### config.mk
export PLATFORM = sky130hd
export DESIGN_NAME = sbs_burst_seq
export DESIGN_NICKNAME = d
export VERILOG_FILES = /design/src/rtl/sbs_pkg.sv /design/src/rtl/sbs_beat_ctr.sv /design/src/rtl/sbs_ofs_map.sv /design/src/rtl/sbs_burst_seq.sv
export SDC_FILE = /design/constraint.sdc
export NUM_CORES = 1
export LEC_CHECK = 0
export BUFFER_PORTS_ARGS = -buffer_cell sky130_fd_sc_hd__buf_2
export CAP_MARGIN = 10
export CORE_MARGIN = 4
export CORE_UTILIZATION = 44
export CTS_CLUSTER_SIZE = 12
export DETAILED_ROUTE_END_ITERATION = 8
export PLACE_DENSITY = 0.81
export RECOVER_POWER = 50
export SETUP_SLACK_MARGIN = 0.3
export SYNTH_ARGS = -nofsm -noshare
export SYNTH_HDL_FRONTEND = slang
export SYNTH_HIERARCHICAL = 1
export SYNTH_SLANG_ARGS = --single-unit
### constraint.sdc
create_clock -name clk -period 1.15 [get_ports clk]
set_input_delay 0.115 -clock clk [delete_from_list [all_inputs] [get_ports clk]]
set_output_delay 0.115 -clock clk [all_outputs]
set_load 0.05 [all_outputs]
### src/rtl/sbs_pkg.sv
package sbs_pkg;
    localparam int OFS_W = 2;

    typedef struct packed {
        logic [OFS_W-1:0] start;
        logic [OFS_W-1:0] beat;
        logic             xor_mode;
    } beat_state_t;

    typedef enum logic {
        ORDER_LINEAR = 1'b0,
        ORDER_XOR    = 1'b1
    } order_e;
endpackage

### src/rtl/sbs_beat_ctr.sv
module sbs_beat_ctr
    import sbs_pkg::*;
(
    input  logic             clk,
    input  logic             rst_n,
    input  logic             load,
    input  logic             adv,
    input  logic [OFS_W-1:0] start_in,
    input  logic             mode_in,
    output logic [OFS_W-1:0] start_q,
    output logic [OFS_W-1:0] beat_q,
    output logic             mode_q
);
    beat_state_t st_d, st_q;

    always_comb begin
        st_d = st_q;
        if (load) begin
            st_d.start    = start_in;
            st_d.beat     = '0;
            st_d.xor_mode = mode_in;
        end else if (adv) begin
            st_d.beat = st_q.beat + 1'b1;
        end
    end

    always_ff @(posedge clk) begin
        if (!rst_n) st_q <= '0;
        else        st_q <= st_d;
    end

    assign start_q = st_q.start;
    assign beat_q  = st_q.beat;
    assign mode_q  = st_q.xor_mode;

    // a load restarts the beat count even when adv is high
    assert_load_clears_beat_R6: assert property (@(posedge clk) disable iff (!rst_n)
        load |=> (beat_q == '0));

    // the captured mode stays put between loads
    assert_mode_held_R8: assert property (@(posedge clk) disable iff (!rst_n)
        !load |=> $stable(mode_q));
endmodule

### src/rtl/sbs_ofs_map.sv
module sbs_ofs_map
    import sbs_pkg::*;
(
    input  logic [OFS_W-1:0] start,
    input  logic [OFS_W-1:0] beat,
    input  logic             mode,
    output logic [OFS_W-1:0] ofs
);
    logic [OFS_W-1:0] lin_ofs;
    logic [OFS_W-1:0] xor_ofs;

    assign lin_ofs = start + beat;

    for (genvar b = 0; b < OFS_W; b++) begin : g_xor_bit
        assign xor_ofs[b] = start[b] ^ beat[b];
    end

    always_comb begin
        unique case (order_e'(mode))
            ORDER_XOR:    ofs = xor_ofs;
            default:      ofs = lin_ofs;
        endcase
    end

    // at beat zero both orders agree on the start offset
    always_comb begin
        if (beat == '0) assert_beat0_start_R4: assert (ofs == start);
    end
endmodule

### src/rtl/sbs_burst_seq.sv
module sbs_burst_seq
    import sbs_pkg::*;
#(
    parameter int ADDR_W = 17
) (
    input  logic              clk,
    input  logic              rst_n,
    input  logic              strobe_cpu,
    input  logic              strobe_ctl,
    input  logic              adv,
    input  logic              interleave,
    input  logic [ADDR_W-1:0] addr_in,
    output logic [ADDR_W-1:0] addr_out,
    output logic [OFS_W-1:0]  burst_ofs
);
    localparam int UP_W = ADDR_W - OFS_W;

    logic             load;
    logic [OFS_W-1:0] start_q, beat_q;
    logic             mode_q;
    logic [UP_W-1:0]  upper_d, upper_q;

    assign load = strobe_cpu | strobe_ctl;

    sbs_beat_ctr u_ctr (
        .clk     (clk),
        .rst_n   (rst_n),
        .load    (load),
        .adv     (adv),
        .start_in(addr_in[OFS_W-1:0]),
        .mode_in (interleave),
        .start_q (start_q),
        .beat_q  (beat_q),
        .mode_q  (mode_q)
    );

    sbs_ofs_map u_map (
        .start(start_q),
        .beat (beat_q),
        .mode (mode_q),
        .ofs  (burst_ofs)
    );

    always_comb begin
        upper_d = upper_q;
        if (load) upper_d = addr_in[ADDR_W-1:OFS_W];
    end

    always_ff @(posedge clk) begin
        if (!rst_n) upper_q <= '0;
        else        upper_q <= upper_d;
    end

    assign addr_out = {upper_q, burst_ofs};

    // either strobe captures the whole external address
    assert_strobe_load_R2: assert property (@(posedge clk) disable iff (!rst_n)
        load |=> (addr_out == $past(addr_in)));

    // no strobe and no advance keeps the address still
    assert_idle_hold_R5: assert property (@(posedge clk) disable iff (!rst_n)
        (!load && !adv) |=> $stable(addr_out));

    // upper bits only move on a strobe
    assert_upper_fixed_R7: assert property (@(posedge clk) disable iff (!rst_n)
        !load |=> $stable(addr_out[ADDR_W-1:OFS_W]));

    // linear order steps by one
    assert_linear_step_R3: assert property (@(posedge clk) disable iff (!rst_n)
        (!load && adv && !mode_q) |=> (burst_ofs == OFS_W'($past(burst_ofs) + 1'b1)));

    // XOR order always moves to a different offset on advance
    assert_xor_moves_R4: assert property (@(posedge clk) disable iff (!rst_n)
        (!load && adv && mode_q) |=> (burst_ofs != $past(burst_ofs)));
endmodule

==> impl_results.md, run 1 <==
- Outcome: complete, but fails checks
- Failing checks: setup timing
- Maximum root-to-sink buffer count: 2
- Final Power: 0.00169 W
- Final Hold Violating Endpoints: 0
- Post-Synthesis Cells: 91
- Number of global-route vias before repair: 791
- Worst skew pair latency: 300 ps
- CP max stage delay: 370 ps
- CTS tree: done
- Initial antenna violation count: 0
- # placed instances: 155
- Initial detailed-routing violation count: 10
- Worst rel slew slack: 0.666
- CP Launch Type: flip-flop
- Final Setup Violations: 4
- Final routed DRC violation total: 0
- Kind of critical path: flip-flop to output pin
- Area growth syn-to-layout: 62.9%
- Combinational Power Share: 0.297
- Min-delay worst type: input port to flip-flop
- Final min period: 1400 ps
- IO Count: 42
- Clock transition at the registers of the reported paths: 110 ps
- Horiz. Die Dim: 52.4 um
- Register Area: 422 um^2
- Syn avg cell area: 9.53 um^2
- Post-synth top flop: dfxtp_1
- Switch share: 0.314
- Max H-tree Level: 1
- Fillers: 133
- Global-route wire length before repair: 3.52 mm
- DP HPWL: 1.53 mm
- Pins Over Slew Limit: 0
- CTS Buf Count: 3
- Most numerous cell in the Yosys netlist: dfxtp_1
- WHS: 43.4 ps
- Final non-filler cell total: 162
- Worst-Margin Slew: 501 ps
- PD cells: 1190 mW/mm^2
- Overflow left after global routing: 0
- Sequential share of power: 0.463
- Sequential area share after synthesis: 0.462
- CP max stage cell: dfxtp_2
- P_leak: 0.594 nW
- Crit. End Element: output pin
- DIE HEIGHT: 52.4 um
- Multi-input logic area: 457 um^2
- Final setup margin: -248 ps
- Largest net degree at the start of global routing: 35
- GPL Wtd Cong: 0.657
- Fmax: 715 MHz
- Clk_skew: 4.18 ps
- YS warnings: 6
- Syn Nets: 115
- Ranking of synthesized cells by area: dfxtp_1 46%, o211ai_1 13%, o21ai_2 9.1%
- CP arrival: 1280 ps
- Layout cells sized above 1: 0.599
- WP data required: 1030 ps
- Int Power: 0.00116 W
- Peak VDD IR: 942 uV
- Router iterations before antenna repair: 4
- Row Count: 15
- Starting density of the core: 0.481
- Clock power frac: 0.240
- GRT Overall Usage: 0.171
- Final WL: 2.19 mm
- Number of synthesized flops with an enable pin: 0
- Total clock sinks: 20
- Critical Path, Cell by Cell: ha_4 > nor2b_4 > xnor2_4 > buf_6
- Period utilization: 1.22
- Netlist cell types: 18
- Mapped Area: 867 um^2
- Antenna-violating nets left: 0
- # diodes: 0
- DR vias/cell: 5.04
- PortBufs: 41
- Commonest cells in the netlist: 20 x dfxtp_1, 15 x nand2_1, 15 x o211ai_1
- P_sw: 0.000530 W
- Die area: 0.00274 mm^2
- CP Max Fanout: 2
- CTS root buf: clkbuf_4
- Final core occ: 0.784
- Ys async rst share: 0
- RSZ-0062 raised after global routing: true
- Cell accounting for the most synthesized area: dfxtp_1
- CTS Hold Buffers Added: 0
- Final net count: 162
- Area share of the largest cell type after synthesis: 0.462
- Core Footprint: 0.00180 mm^2
- Fin Setup TNS: -581 ps
- Via count: 817
- #FFs+latches synth: 20
- Routed len/inst: 13.5 um
- Max-Cap Viols: 0
==> repair_timing <==
action | 4_1_cts | 5_1_grt
endpoints found under the setup margin | 19 | 21
setup buffers | 1 | 2
gates resized for setup | 56 | 1
pin swaps | 2 | 0
==> state kept, by name, summed over array words and instances, names as in the netlist <==
register and count:
upper_q 15, u_ctr/start_q 2, u_ctr/mode_q 1, u_ctr/beat_q 2
==> critical path, delay by kind of cell (launching register included) <==
kind	cells	cell delay, ps
xor gates and xnor gates	1	140
and+or+nand+nor	1	180
buffers and inverters	1	180
adders and majority gates	1	120
DFF	1	370
==> final timing paths <==
check / cells after the start / startpoint / slack (ps) / end
worst max-delay path: 4 / u_ctr/beat_q[0] / -250 / addr_out[1]
worst min-delay path: 3 / addr_in[12] / 40 / upper_q[10]
worst max register to register: 3 / u_ctr/beat_q[0] / 310 / u_ctr/beat_q[1]
worst min register to register: 2 / upper_q[6] / 480 / upper_q[6]
==> kinds of logic (layout without fill, tap and decap cells) <==
group	after synthesis	after routing	share of synthesized area
XOR/XNOR	3	3	0.0303
adder cells (fa/ha/maj)	1	1	0.0144
AO/OA/AOI/OAI	32	32	0.273
flip-flops	20	20	0.462
AND/OR/NAND/NOR	23	23	0.121
buffers and inverters	9	55	0.0649
multiplexers	3	3	0.0346
==> power by group through the flow <==
stage	clock, W	sequential, W	combinational (W)
2_1_floorplan	0	0.000902	0.000187
3_3_place_gp	0	0.000779	0.000399
3_5_place_dp	0	0.000781	0.000408
4_1_cts	0.000409	0.000781	0.000505
5_1_grt	0.000444	0.000786	0.000530
6_report	0.000404	0.000781	0.000502
==> metal layers <==
layer,global-route usage,vias to the layer above,wire length (um)
li1,-,415,-
met1,0.188,372,815
met2,0.298,24,1190
met3,0.0712,6,156
met4,0.0468,0,28
met5,0,-,0
==> through the flow <==
step           setup slack, ps  cell area [um^2]
5_1_grt                   -298              1410
3_3_place_gp             -23.2              1180
3_5_place_dp             -63.1              1180
4_1_cts                   -258              1410
6_report                  -248              1410
2_1_floorplan             -174               957
==> final cells by class <==
cell class,count,share of cell area
Timing Repair Buffer,51,0.330
Multi-Input combinational cell,62,0.323
Sequential cell,20,0.298
Clock buffer,4,0.0257
Tap cell,25,0.0221
==> cell usage in the layout (no fill, tap or decap), drive strengths merged, types with 3 or more instances in the layout <==
master and instances:
buf 48, dfxtp 20, nand2 15, o211ai 15, o21ai 15, clkbuf 7, nor2b 4, mux2i 3
xnor2 3
Power figures use the tool's default switching activity.
==> run 2: changes to the inputs <==
GPL_TIMING_DRIVEN = 0   (was default)
clock period = 1.45 ns   (was 1.15 ns; I/O delays follow)
==> impl_results.md, run 2 (synthesis results as in run 1) <==
- PortBufs: 41
- Number of flip-flops in the largest register: 15
- Fmax: 678 MHz
- Clock transition at the registers of the reported paths: 110 ps
- Overflow left after global routing: 0
- Area growth syn-to-layout: 38.8%
- Routed len/inst: 12.9 um
- Worst-Margin Slew: 716 ps
- Starting density of the core: 0.481
- Int Power: 0.000848 W
- Critical path capture point: addr_out[1]
- Max-Cap Viols: 0
- Switch share: 0.326
- CP Max Fanout: 2
- PD cells: 1040 mW/mm^2
- Row Count: 15
- Final min period: 1470 ps
- Die area: 0.00274 mm^2
- Period utilization: 1.02
- Fin Setup TNS: -24.2 ps
- Worst rel slew slack: 0.523
- RSZ-0062 raised after global routing: true
- Final WL: 2.10 mm
- Antenna-violating nets left: 0
- Sequential share of power: 0.478
- Router iterations before antenna repair: 6
- Kind of critical path: flip-flop to output pin
- Pre-CTS WS: 123 ps
- Core Footprint: 0.00180 mm^2
- # placed instances: 157
- Worst skew pair latency: 300 ps
- Total clock sinks: 20
- Initial detailed-routing violation count: 7
- Final routed DRC violation total: 0
- DR vias/cell: 5.14
- Worst r2r src: u_ctr/beat_q[0]
- Min-delay worst type: input port to flip-flop
- CP Launch Type: flip-flop
- Crit path launch: u_ctr/start_q[0]
- Final Setup Violations: 1
- Initial antenna violation count: 0
- Max H-tree Level: 1
- GRT Overall Usage: 0.162
- Maximum root-to-sink buffer count: 2
- IO Count: 42
- Fillers: 169
- Clock power frac: 0.259
- Combinational Power Share: 0.263
- Final setup margin: -24.2 ps
- DIE HEIGHT: 52.4 um
- CTS tree: done
- Final Power: 0.00126 W
- Failing checks: setup timing
- CTS Hold Buffers Added: 0
- Clk_skew: 0.0765 ps
- Final net count: 162
- R2R setup slack: 570 ps
- CP arrival: 1330 ps
- Largest net degree at the start of global routing: 14
- WP data required: 1310 ps
- Pins Over Slew Limit: 0
- Final Hold Violating Endpoints: 0
- CTS root buf: clkbuf_4
- Outcome: complete, but fails checks
- GPL Wtd Cong: 0.686
- Reg2reg end: u_ctr/beat_q[1]
- # diodes: 0
- P_sw: 0.000409 W
- Layout cells sized above 1: 0.423
- Most frequent cells in the layout: 36 x buf_2, 18 x dfxtp_1, 15 x nand2_1, 15 x o211ai_1, 11 x o21ai_0
- Final non-filler cell total: 162
- Largest register by flop count: upper_q
- Global-route wire length before repair: 3.35 mm
- Horiz. Die Dim: 52.4 um
- Via count: 833
- R2r worst-path depth: 3
- Peak VDD IR: 714 uV
- CTS Buf Count: 3
- Crit. End Element: output pin
- Number of global-route vias before repair: 795
- Leading cell type in the layout, fill and taps excluded: buf_2
- DP HPWL: 1.52 mm
- P_leak: 0.520 nW
[run 2: through the flow]
stage	utilization	hold slack, ps	instance area, um^2
4_1_cts	0.688	73.3	1240
6_report	0.668	74.7	1200
2_1_floorplan	-	273	911
3_3_place_gp	0.637	382	1150
3_5_place_dp	0.637	391	1150
5_1_grt	0.668	86.2	1200
[run 2: metal layers]
layer | part of all wire | vias to the layer above | GRT usage
li1 | - | 414 | -
met1 | 0.42 | 386 | 0.193
met2 | 0.50 | 29 | 0.281
met3 | 0.067 | 4 | 0.0256
met4 | 0.012 | 0 | 0.0766
met5 | 0 | - | 0
[run 2: how the worst min path moves through the flow]
stage / start / endpoint / cells past startpoint
floorplan: rst_n / u_ctr/mode_q / 1
global placement: addr_in[16] / upper_q[14] / 3
detailed placement: addr_in[3] / upper_q[1] / 3
CTS: addr_in[16] / upper_q[14] / 3
global route: addr_in[16] / upper_q[14] / 3
finish: addr_in[16] / upper_q[14] / 3
[run 2: power groups by stage]
| stage | Clock (W) | Combinational (W) | Sequential (W) |
|---|---|---|---|
| 5_1_grt | 0.000350 | 0.000352 | 0.000604 |
| 6_report | 0.000326 | 0.000331 | 0.000601 |
| 2_1_floorplan | 0 | 0.000139 | 0.000709 |
| 4_1_cts | 0.000332 | 0.000346 | 0.000601 |
| 3_5_place_dp | 0 | 0.000319 | 0.000614 |
| 3_3_place_gp | 0 | 0.000312 | 0.000613 |
[run 2: repair_timing]
item,4_1_cts,5_1_grt
buffers inserted,1,0
resized for setup,14,0
pin swaps,1,1
gates cloned,0,0
endpoints found under the setup margin,4,4
[run 2: final cells by class]
type / instances / area [um^2] / share of cell area
clock buffer: 4 / 36.3 / 0.0301
timing repair buffer: 42 / 244 / 0.203
multi-input combinational: 62 / 438 / 0.364
buffer: 9 / 48.8 / 0.0405
sequential: 20 / 405 / 0.337
tap: 25 / 31.3 / 0.0260
[run 2: critical path: stages (launching register included)]
cell and delay, ps:
dfxtp_2 370, ha_4 120, nor2b_4 170, xnor2_4 130
buf_6 110, buf_8 130
